## config.mk

```make
export PLATFORM = sky130hd
export DESIGN_NAME = fpm_mul
export DESIGN_NICKNAME = d
export VERILOG_FILES = /design/src/rtl/fpm_pkg.sv /design/src/rtl/fpm_rst_sync.sv /design/src/rtl/fpm_unpack.sv /design/src/rtl/fpm_round.sv /design/src/rtl/fpm_mul.sv
export SDC_FILE = /design/constraint.sdc
export NUM_CORES = 2
export LEC_CHECK = 0
export ABC_CLOCK_PERIOD_IN_PS = 800
export BUFFER_PORTS_ARGS = -buffer_cell sky130_fd_sc_hd__buf_2
export CAP_MARGIN = 20
export CORE_ASPECT_RATIO = 0.9
export CORE_MARGIN = 5
export CORE_UTILIZATION = 40
export CTS_BUF_LIST = sky130_fd_sc_hd__clkbuf_8 sky130_fd_sc_hd__clkbuf_16
export DETAILED_ROUTE_END_ITERATION = 16
export GPL_ROUTABILITY_DRIVEN = 0
export GPL_TIMING_DRIVEN = 0
export PLACE_DENSITY = 0.63
export SLEW_MARGIN = 10
export SYNTH_ARGS = -nofsm -noshare
export SYNTH_HDL_FRONTEND = slang
export SYNTH_SLANG_ARGS = --single-unit
```

## constraint.sdc

```tcl
create_clock -name clk -period 0.8 [get_ports clk]
set_clock_uncertainty 0.2 [all_clocks]
set_input_delay 0.08 -clock clk [delete_from_list [all_inputs] [get_ports clk]]
set_output_delay 0.08 -clock clk [all_outputs]
set_load 0.01 [all_outputs]
```

## src/rtl/fpm_pkg.sv

```systemverilog
`timescale 1ns/1ps
package fpm_pkg;
  // Class of a multiply once both operands are known.
  typedef enum logic [1:0] {
    KIND_NUM  = 2'd0,
    KIND_ZERO = 2'd1,
    KIND_INF  = 2'd2,
    KIND_NAN  = 2'd3
  } fpm_kind_e;
endpackage

```

## src/rtl/fpm_rst_sync.sv

```systemverilog
`timescale 1ns/1ps
module fpm_rst_sync #(
  parameter int STAGES = 2
) (
  input  logic clk,
  input  logic rst_n,
  output logic rst_sync_n
);
  logic [STAGES-1:0] sync_q;
  logic [STAGES-1:0] sync_d;

  always_comb begin
    sync_d = {sync_q[STAGES-2:0], 1'b1};
  end

  always_ff @(posedge clk or negedge rst_n) begin
    if (!rst_n) begin
      sync_q <= '0;
    end else begin
      sync_q <= sync_d;
    end
  end

  assign rst_sync_n = sync_q[STAGES-1];
endmodule

```

## src/rtl/fpm_unpack.sv

```systemverilog
`timescale 1ns/1ps
module fpm_unpack #(
  parameter int EXP_W  = 8,
  parameter int FRAC_W = 23
) (
  input  logic [EXP_W+FRAC_W:0] op,
  output logic                  sign,
  output logic [EXP_W-1:0]      exp_f,
  output logic [FRAC_W:0]       sig,
  output logic                  is_zero,
  output logic                  is_inf,
  output logic                  is_nan
);
  logic [FRAC_W-1:0] frac;
  logic              exp_min;
  logic              exp_max;
  logic              frac_nz;

  always_comb begin
    sign    = op[EXP_W+FRAC_W];
    exp_f   = op[EXP_W+FRAC_W-1:FRAC_W];
    frac    = op[FRAC_W-1:0];
    exp_min = (exp_f == '0);
    exp_max = &exp_f;
    frac_nz = |frac;
    // exponent field 0: zero or denormal, both handled as zero
    is_zero = exp_min;
    is_inf  = exp_max && !frac_nz;
    is_nan  = exp_max && frac_nz;
    sig     = {!exp_min, frac};
  end
endmodule

```

## src/rtl/fpm_round.sv

```systemverilog
`timescale 1ns/1ps
module fpm_round #(
  parameter int EXP_W  = 8,
  parameter int FRAC_W = 23
) (
  input  logic [2*FRAC_W+1:0]      prod,
  input  logic signed [EXP_W+1:0]  exp_in,
  output logic [FRAC_W-1:0]        frac_out,
  output logic signed [EXP_W+1:0]  exp_out
);
  localparam int PROD_W = 2*FRAC_W + 2;
  localparam int EXP_X  = EXP_W + 2;
  localparam int MANT_W = FRAC_W + 1;

  logic              top_set;
  logic [MANT_W-1:0] mant_pre;
  logic              guard_b;
  logic              round_b;
  logic              sticky_b;
  logic              bump;
  logic [MANT_W:0]   mant_sum;
  logic              carry;

  always_comb begin
    top_set = prod[PROD_W-1];
    if (top_set) begin
      mant_pre = prod[PROD_W-1:FRAC_W+1];
      guard_b  = prod[FRAC_W];
      round_b  = prod[FRAC_W-1];
      sticky_b = |prod[FRAC_W-2:0];
    end else begin
      mant_pre = prod[PROD_W-2:FRAC_W];
      guard_b  = prod[FRAC_W-1];
      round_b  = prod[FRAC_W-2];
      sticky_b = |prod[FRAC_W-3:0];
    end
    // nearest, ties to even
    bump     = guard_b && (round_b || sticky_b || mant_pre[0]);
    mant_sum = {1'b0, mant_pre} + {{MANT_W{1'b0}}, bump};
    carry    = mant_sum[MANT_W];
    frac_out = carry ? '0 : mant_sum[FRAC_W-1:0];
    exp_out  = exp_in + EXP_X'(top_set) + EXP_X'(carry);
  end
endmodule

```

## src/rtl/fpm_mul.sv

```systemverilog
`timescale 1ns/1ps
module fpm_mul
  import fpm_pkg::*;
#(
  parameter int EXP_W  = 8,
  parameter int FRAC_W = 23
) (
  input  logic                  clk,
  input  logic                  rst_n,
  input  logic                  in_valid,
  input  logic [EXP_W+FRAC_W:0] in_a,
  input  logic [EXP_W+FRAC_W:0] in_b,
  output logic                  out_valid,
  output logic [EXP_W+FRAC_W:0] out_result,
  output logic                  out_ovf,
  output logic                  out_unf
);
  localparam int WORD_W = 1 + EXP_W + FRAC_W;
  localparam int SIG_W  = FRAC_W + 1;
  localparam int PROD_W = 2 * SIG_W;
  localparam int EXP_X  = EXP_W + 2;
  localparam int BIAS   = (1 << (EXP_W - 1)) - 1;
  localparam int EMAX   = (1 << EXP_W) - 1;
  localparam int N_OPS  = 2;
  localparam logic signed [EXP_X-1:0] BIAS_X = EXP_X'(BIAS);
  localparam logic signed [EXP_X-1:0] EMAX_X = EXP_X'(EMAX);
  localparam logic [WORD_W-1:0] QNAN_WORD =
    {1'b0, {EXP_W{1'b1}}, 1'b1, {(FRAC_W-1){1'b0}}};
  localparam logic [FRAC_W-1:0] QNAN_FRAC = {1'b1, {(FRAC_W-1){1'b0}}};

  logic rst_sync_n;

  fpm_rst_sync #(.STAGES(2)) u_rst_sync (
    .clk        (clk),
    .rst_n      (rst_n),
    .rst_sync_n (rst_sync_n)
  );

  // ---------------- operand decode ----------------
  logic [WORD_W-1:0] op_w   [N_OPS];
  logic              sgn_w  [N_OPS];
  logic [EXP_W-1:0]  exp_w  [N_OPS];
  logic [SIG_W-1:0]  sig_w  [N_OPS];
  logic              zero_w [N_OPS];
  logic              inf_w  [N_OPS];
  logic              nan_w  [N_OPS];

  assign op_w[0] = in_a;
  assign op_w[1] = in_b;

  for (genvar g = 0; g < N_OPS; g++) begin : g_unpack
    fpm_unpack #(.EXP_W(EXP_W), .FRAC_W(FRAC_W)) u_unpack (
      .op      (op_w[g]),
      .sign    (sgn_w[g]),
      .exp_f   (exp_w[g]),
      .sig     (sig_w[g]),
      .is_zero (zero_w[g]),
      .is_inf  (inf_w[g]),
      .is_nan  (nan_w[g])
    );
  end

  // ---------------- stage 1: classify, exponent sum, product ----------------
  logic                    s1_d_sign;
  fpm_kind_e               s1_d_kind;
  logic signed [EXP_X-1:0] s1_d_exp;
  logic [PROD_W-1:0]       s1_d_prod;

  logic                    v1_q;
  logic                    s1_q_sign;
  fpm_kind_e               s1_q_kind;
  logic signed [EXP_X-1:0] s1_q_exp;
  logic [PROD_W-1:0]       s1_q_prod;

  always_comb begin
    s1_d_sign = sgn_w[0] ^ sgn_w[1];
    if (nan_w[0] || nan_w[1] || (inf_w[0] && zero_w[1]) || (inf_w[1] && zero_w[0])) begin
      s1_d_kind = KIND_NAN;
    end else if (inf_w[0] || inf_w[1]) begin
      s1_d_kind = KIND_INF;
    end else if (zero_w[0] || zero_w[1]) begin
      s1_d_kind = KIND_ZERO;
    end else begin
      s1_d_kind = KIND_NUM;
    end
    s1_d_exp  = EXP_X'(exp_w[0]) + EXP_X'(exp_w[1]) - BIAS_X;
    s1_d_prod = PROD_W'(sig_w[0]) * PROD_W'(sig_w[1]);
  end

  always_ff @(posedge clk or negedge rst_sync_n) begin
    if (!rst_sync_n) begin
      v1_q <= 1'b0;
    end else begin
      v1_q <= in_valid;
    end
  end

  always_ff @(posedge clk) begin
    if (in_valid) begin
      s1_q_sign <= s1_d_sign;
      s1_q_kind <= s1_d_kind;
      s1_q_exp  <= s1_d_exp;
      s1_q_prod <= s1_d_prod;
    end
  end

  // ---------------- stage 2: normalize, round, select ----------------
  logic [FRAC_W-1:0]       rnd_frac;
  logic signed [EXP_X-1:0] rnd_exp;

  fpm_round #(.EXP_W(EXP_W), .FRAC_W(FRAC_W)) u_round (
    .prod     (s1_q_prod),
    .exp_in   (s1_q_exp),
    .frac_out (rnd_frac),
    .exp_out  (rnd_exp)
  );

  logic [WORD_W-1:0] res_d;
  logic              ovf_d;
  logic              unf_d;

  always_comb begin
    ovf_d = 1'b0;
    unf_d = 1'b0;
    unique case (s1_q_kind)
      KIND_NAN:  res_d = QNAN_WORD;
      KIND_INF:  res_d = {s1_q_sign, {EXP_W{1'b1}}, {FRAC_W{1'b0}}};
      KIND_ZERO: res_d = {s1_q_sign, {(WORD_W-1){1'b0}}};
      default: begin
        if (rnd_exp >= EMAX_X) begin
          res_d = {s1_q_sign, {EXP_W{1'b1}}, {FRAC_W{1'b0}}};
          ovf_d = 1'b1;
        end else if (rnd_exp <= 0) begin
          res_d = {s1_q_sign, {(WORD_W-1){1'b0}}};
          unf_d = 1'b1;
        end else begin
          res_d = {s1_q_sign, rnd_exp[EXP_W-1:0], rnd_frac};
        end
      end
    endcase
  end

  always_ff @(posedge clk or negedge rst_sync_n) begin
    if (!rst_sync_n) begin
      out_valid <= 1'b0;
    end else begin
      out_valid <= v1_q;
    end
  end

  always_ff @(posedge clk) begin
    if (v1_q) begin
      out_result <= res_d;
      out_ovf    <= ovf_d;
      out_unf    <= unf_d;
    end
  end

  // ---------------- assertions ----------------
  AST_LATENCY: assert property (@(posedge clk) disable iff (!rst_sync_n)
    in_valid |-> ##2 out_valid);

  AST_SIGN_XOR: assert property (@(posedge clk) disable iff (!rst_sync_n)
    (out_valid && !(&out_result[WORD_W-2:FRAC_W] && |out_result[FRAC_W-1:0]))
    |-> (out_result[WORD_W-1] == ($past(in_a[WORD_W-1], 2) ^ $past(in_b[WORD_W-1], 2))));

  AST_NAN_QUIET: assert property (@(posedge clk) disable iff (!rst_sync_n)
    (out_valid && &out_result[WORD_W-2:FRAC_W] && |out_result[FRAC_W-1:0])
    |-> (out_result[FRAC_W-1:0] == QNAN_FRAC && !out_result[WORD_W-1] && !out_ovf && !out_unf));

  AST_FLAG_EXCL: assert property (@(posedge clk) disable iff (!rst_sync_n)
    out_valid |-> !(out_ovf && out_unf));

  AST_OVF_INF: assert property (@(posedge clk) disable iff (!rst_sync_n)
    (out_valid && out_ovf)
    |-> (&out_result[WORD_W-2:FRAC_W] && out_result[FRAC_W-1:0] == '0));

  AST_UNF_ZERO: assert property (@(posedge clk) disable iff (!rst_sync_n)
    (out_valid && out_unf) |-> (out_result[WORD_W-2:0] == '0));
endmodule

```

Yosys cells after proc, flatten, opt, wreduce, memory -nomap -nowiden
Cells that the tools add are included.
- add/sub/neg operators: 5
- multiply operators: 1
- magnitude comparators: 2
- equality and inequality tests: 3
- mux-type cells: 12
- bitwise logic cells: 1
- reduce and logical (&&, ||, !) cells: 29
- operators by type and width (kind ; count):
    $pmux 32 s3 ; 1
    $mux 31 ; 2
    $mul 24x24->48 ; 1
    $reduce_or 23->1 ; 2
    $add 24x1->25 ; 1
    $mux 24 ; 1
    $mux 23 ; 1
    $reduce_or 22->1 ; 1
    $reduce_or 21->1 ; 1
    $add 10x1->10 ; 2
    $logic_not 8->1 ; 2
    $reduce_and 8->1 ; 2
    $ge 10x9->1 const B ; 1
    $le 10x1->1 const B ; 1
    $sub 9x7->10 const B ; 1
    $add 8x8->9 ; 1
    $logic_and 1x1->1 ; 7
    $logic_or 1x1->1 ; 7
    $mux 1 ; 7
    $eq 2x2->1 const B ; 2
    $logic_not 1->1 ; 4
    $reduce_or 4->1 ; 1
    $reduce_or 3->1 ; 1
    $eq 2x1->1 const B ; 1
    other kinds (2) ; 2
- register bits after elaboration: 99
- input port bits: 67
- output and inout bits: 35

Longest topological paths before layout
- depth after elaboration: 11
- mapped depth: 28

By module
Synthesis repeated with hierarchy kept, for this count alone.
- cells, all modules: 2686
- area total of the unflattened synthesis: 24923.9 sq um
- modules (own cells, without submodules) (module ; instances ; cells an instance ; area each (sq um)):
    fpm_mul ; 1 ; 2386 ; 22739.3
    fpm_round ; 1 ; 199 ; 1402.6
    fpm_unpack ; 2 ; 49 ; 364.1
    fpm_rst_sync ; 1 ; 3 ; 53.8

Worst setup path before layout
Ideal clock, no wire load.
- path type: input to register
- start: input in_b[3]
- end: register s1_q_prod[31], data pin
- setup time: 0.264 ns
- arrival time: 6.180 ns
- data required time: 0.336 ns
- path slack: -5.844 ns
- stages: 23
- cell sequence: clkbuf_1 -> clkbuf_1 -> nand2_1 -> fa_1 -> inv_1 -> fa_1 -> fa_1 -> inv_1 -> fa_1 -> inv_1 -> fa_1 -> inv_1 -> fa_1 -> inv_1 -> fa_1 -> ha_1 -> buf_2 -> nand4_1 -> or3_1 -> a2111o_1 -> and3b_1 -> o31a_1 -> xnor2_1
- longest elaborated chain between the ends: 1
- RTL lines (what ; RTL line ; text):
    start, declared ; fpm_mul.sv:12 ; input logic [EXP_W+FRAC_W:0] in_b,
    $mul 24x24->48 ; fpm_mul.sv:87 ; s1_d_prod = PROD_W'(sig_w[0]) * PROD_W'(sig_w[1]);
    via s1_d_prod[31] ; fpm_mul.sv:67 ; logic [PROD_W-1:0] s1_d_prod;
    end signal, assigned ; fpm_mul.sv:103 ; s1_q_prod <= s1_d_prod;
    end, declared ; fpm_mul.sv:73 ; logic [PROD_W-1:0] s1_q_prod;
The timed path passes the listed nets, and every way through them passes these cells.
A chain may end at the register's enable or synchronous reset.

Worst setup path after layout
- start: input in_b[25]
- end: register s1_q_prod[46], data pin
- longest elaborated chain between the ends: 3
- RTL lines (what ; RTL line ; text):
    $logic_not 8->1 ; fpm_unpack.sv:23 ; exp_min = (exp_f == '0);
    $logic_not 1->1 ; fpm_unpack.sv:30 ; sig = {!exp_min, frac};
    $mul 24x24->48 ; fpm_mul.sv:87 ;
    via s1_d_prod[46] ; fpm_mul.sv:67 ;
The timed path passes the listed nets, and every way through them passes these cells.

==> flow_metrics.env <==
export IMPL_via_count=19021
export IMPL_grt_remaining_overflow=0
export IMPL_hold_ws_ns=-0.182
export IMPL_num_rows=84
export IMPL_worst_setup_path_start_kind="input port"
export IMPL_cts_hold_buf=1
export IMPL_stdcell_count=3565
export IMPL_die_w_um=267
export IMPL_setup_viol=161
export IMPL_violations="hold timing, setup timing"
export IMPL_synth_compound_area_share_pct=5.46
export IMPL_dieArea_mm2=0.0645
export IMPL_layout_commonest_cell="inv_1"
export IMPL_h_tree_depth=3
export IMPL_clk_path_buf_depth=2
export IMPL_placed_cells=3426
export IMPL_die_y_um=241
export IMPL_routed_wl_mm=79.6
export IMPL_fmax_mhz=151
export IMPL_max_slew_margin_pct=55.4
export IMPL_status="finished, violations left"
export IMPL_cp_top_family="adder cells"
export IMPL_wire_per_inst_um=22.3
export IMPL_cts_tree="built"
export IMPL_r2r_cells=27
export IMPL_port_buffers=91
export IMPL_cts_buffers=9
export IMPL_insertion_delay_ns=0.36
export IMPL_synth_cells=2561
export IMPL_synthArstFlopShare_pct=4.04
export IMPL_grt_pass1_wl_mm=121
export IMPL_via_per_inst=5.34
export IMPL_syn_cell_area_mm2=0.0238
export IMPL_drv_cap=0
export IMPL_syn_num_nets=3308
export IMPL_cts_clk_slew_worst_paths_ns=0.07
export IMPL_finalCritPeriodShare_pct=826
export IMPL_rsz0062_at_grt="yes"
export IMPL_min_period_ns=6.61
export IMPL_clkSinkCount=99
export IMPL_grtUsageTotal_pct=24.7
export IMPL_io_pins=102
export IMPL_slowest_stage="fa_2"
export IMPL_hold_violations=14
export IMPL_yosysWarnings=0
export IMPL_synthSimpleGateAreaFrac_pct=16.5
export IMPL_worst_path_largest_cell_delay_ns=0.57
export IMPL_coreArea_mm2=0.0586
export IMPL_synth_area_per_cell_um2=9.30
export IMPL_hpwlAfterDp_mm=62.0
export IMPL_r2r_start="s1_q_prod[47]"
export IMPL_synthXorXnorAreaFrac_pct=3.31
export IMPL_synth_edf_count=95
export IMPL_ys_types=66
export IMPL_finalWorstSetupSlack_ns=-5.81
export IMPL_hold_class="input port to async pin"
export IMPL_root_buffer="clkbuf_16"
export IMPL_dr_pass1_iters=7
export IMPL_ys_flop_type="edfxtp_1"
export IMPL_drc=0
export IMPL_final_setup_tns_ns=-384.98
export IMPL_crit_top_cell="fa_1"
export IMPL_grt_pass1_vias=20630
export IMPL_grt_start_max_net_pins=63
export IMPL_path_class="input port to flip-flop"
export IMPL_crit_arrival_ns=6.52
export IMPL_area_delta_synth_final_pct=28.1
export IMPL_finalNetCount=3533
export IMPL_path_cells="buf_8 > nor4_4 > nand2_4 > clkbuf_16 > buf_6 > and2_4 > fa_1 > inv_1 > fa_2 > fa_1 > fa_2 > fa_1 > inv_1 > fa_1 > fa_1 > ha_4 > nand4_1 > nand2b_4 > a311oi_4 > buf_6 > o21ai_4 > o21ai_4 > a41oi_2 > xnor2_1"
export IMPL_antennaDiodeCount=0
export IMPL_crit_required_ns=0.71
export IMPL_maxSlewViolCount=0
export IMPL_rrSetupSlack_ns=-4.32
export IMPL_cp_depth=24
export IMPL_mostFrequentLayoutCells="512 x inv_1, 456 x fa_1, 380 x nand2_1, 204 x and2_1, 131 x ha_1"
export IMPL_drive_gt1_share_pct=24.9
export IMPL_crit_path_max_fanout=7
export IMPL_initial_core_util_pct=40.6
export IMPL_ant_nets=0
export IMPL_synthAdderAreaFrac_pct=51.0
export IMPL_path_buf_inv=6
export IMPL_end_kind="flip-flop"
export IMPL_ys_ff_latch=99
export IMPL_antenna_found_initial=1
export IMPL_place_ws_ns=-6.82
export IMPL_muxShareOfSynthArea_pct=0.473
export IMPL_drtIter0Drc=1579
export IMPL_tightest_slew_ns=0.664
export IMPL_synth_top_family_by_area="adder cells"
export IMPL_ys_seq_area_share_pct=12.4
export IMPL_reg2reg_to="out_result[13]"
==> metal layers <==
layer | up-vias | share of wire, % | track usage (%)
met5 | - | 0.049 | 0
met4 | 6 | 5.2 | 10.1
met3 | 244 | 10 | 6.18
met2 | 972 | 44 | 38.6
met1 | 9567 | 40 | 33.3
li1 | 8232 | - | -
==> cells by family after synthesis <==
kind of cell,count (synthesis)
simple gates,809
fa+ha+maj,680
buf+inv,677
compound gates,194
flops,99
xor+xnor,90
mux,11
other cells,1
==> how the worst max path moves through the flow <==
stage,startpoint,endpoint
3_3_place_gp,in_b[17],s1_q_prod[41]
5_1_grt,in_b[25],s1_q_prod[46]
2_1_floorplan,in_b[24],s1_q_prod[41]
6_report,in_b[25],s1_q_prod[46]
3_5_place_dp,in_b[17],s1_q_prod[41]
4_1_cts,in_b[26],s1_q_prod[41]
==> sequential cells by signal, indices dropped and copies added (netlist names) <==
name,flops
out_ovf,1
s1_q_prod,48
s1_q_kind,2
out_valid,1
v1_q,1
out_unf,1
u_rst_sync.sync_q,2
out_result,32
s1_q_sign,1
s1_q_exp,10
==> Yosys cell counts, types with 3 or more instances <==
| cell | count | area [µm²] |
|---|---|---|
| o21a_1 | 5 | 37.5 |
| clkbuf_1 | 122 | 458 |
| buf_6 | 3 | 33.8 |
| a21o_1 | 21 | 158 |
| nor2_1 | 44 | 165 |
| o21bai_1 | 11 | 82.6 |
| a221oi_1 | 4 | 35.0 |
| nand3_1 | 26 | 130 |
| mux2i_1 | 9 | 90.1 |
| ha_1 | 196 | 2450 |
| and2_1 | 228 | 1430 |
| o31a_1 | 3 | 26.3 |
| dfrtp_1 | 4 | 100 |
| o21ai_1 | 4 | 20.0 |
| buf_2 | 4 | 20.0 |
| o21ai_0 | 30 | 150 |
| nand4_1 | 18 | 113 |
| nor4_1 | 20 | 125 |
| nor3b_1 | 3 | 22.5 |
| a211oi_2 | 9 | 113 |
| a211o_1 | 3 | 26.3 |
| nand2_1 | 410 | 1540 |
| o22ai_1 | 3 | 18.8 |
| a21oi_1 | 64 | 320 |
| fa_1 | 484 | 9690 |
| and3_1 | 12 | 75.1 |
| nor3_1 | 9 | 45.0 |
| nor2b_1 | 10 | 62.6 |
| a31oi_1 | 6 | 37.5 |
| o31ai_1 | 3 | 22.5 |
| edfxtp_1 | 95 | 2850 |
| a211oi_1 | 7 | 52.6 |
| nand2b_1 | 7 | 43.8 |
| xnor2_1 | 56 | 490 |
| a41oi_1 | 3 | 26.3 |
| xor2_1 | 34 | 298 |
| and4_1 | 9 | 78.8 |
| or3_1 | 4 | 25.0 |
| o211ai_1 | 3 | 22.5 |
| inv_1 | 545 | 2050 |
==> area by class of cell <==
type	count	area, µm²
Fill cell	5120	28100
Multi-Input combinational cell	1785	20300
Sequential cell	99	2960
Timing Repair Buffer	223	2150
Inverter	545	2070
Buffer	123	1790
Tap cell	774	968
Clock buffer	9	225
Clock inverter	7	68.8
==> repair_timing <==
item                                   CTS  global route
gates resized for setup                418           129
buffers inserted                        96            37
setup endpoints to repair              222           161
endpoints found under the hold margin   27             9
cloned                                   8             0
pin swaps                              115            73
==> stage by stage <==
stage          utilization, %  hold slack, ns  area (µm²)
2_1_floorplan               -          -0.416       25300
3_3_place_gp             45.5          -0.335       26700
3_5_place_dp             45.5          -0.335       26700
4_1_cts                  50.8          -0.202       29800
5_1_grt                  52.0          -0.182       30500
6_report                 52.0          -0.182       30500
Power is not shown: default switching activity piles up to over one toggle a cycle in this logic, so the estimate is an artifact.
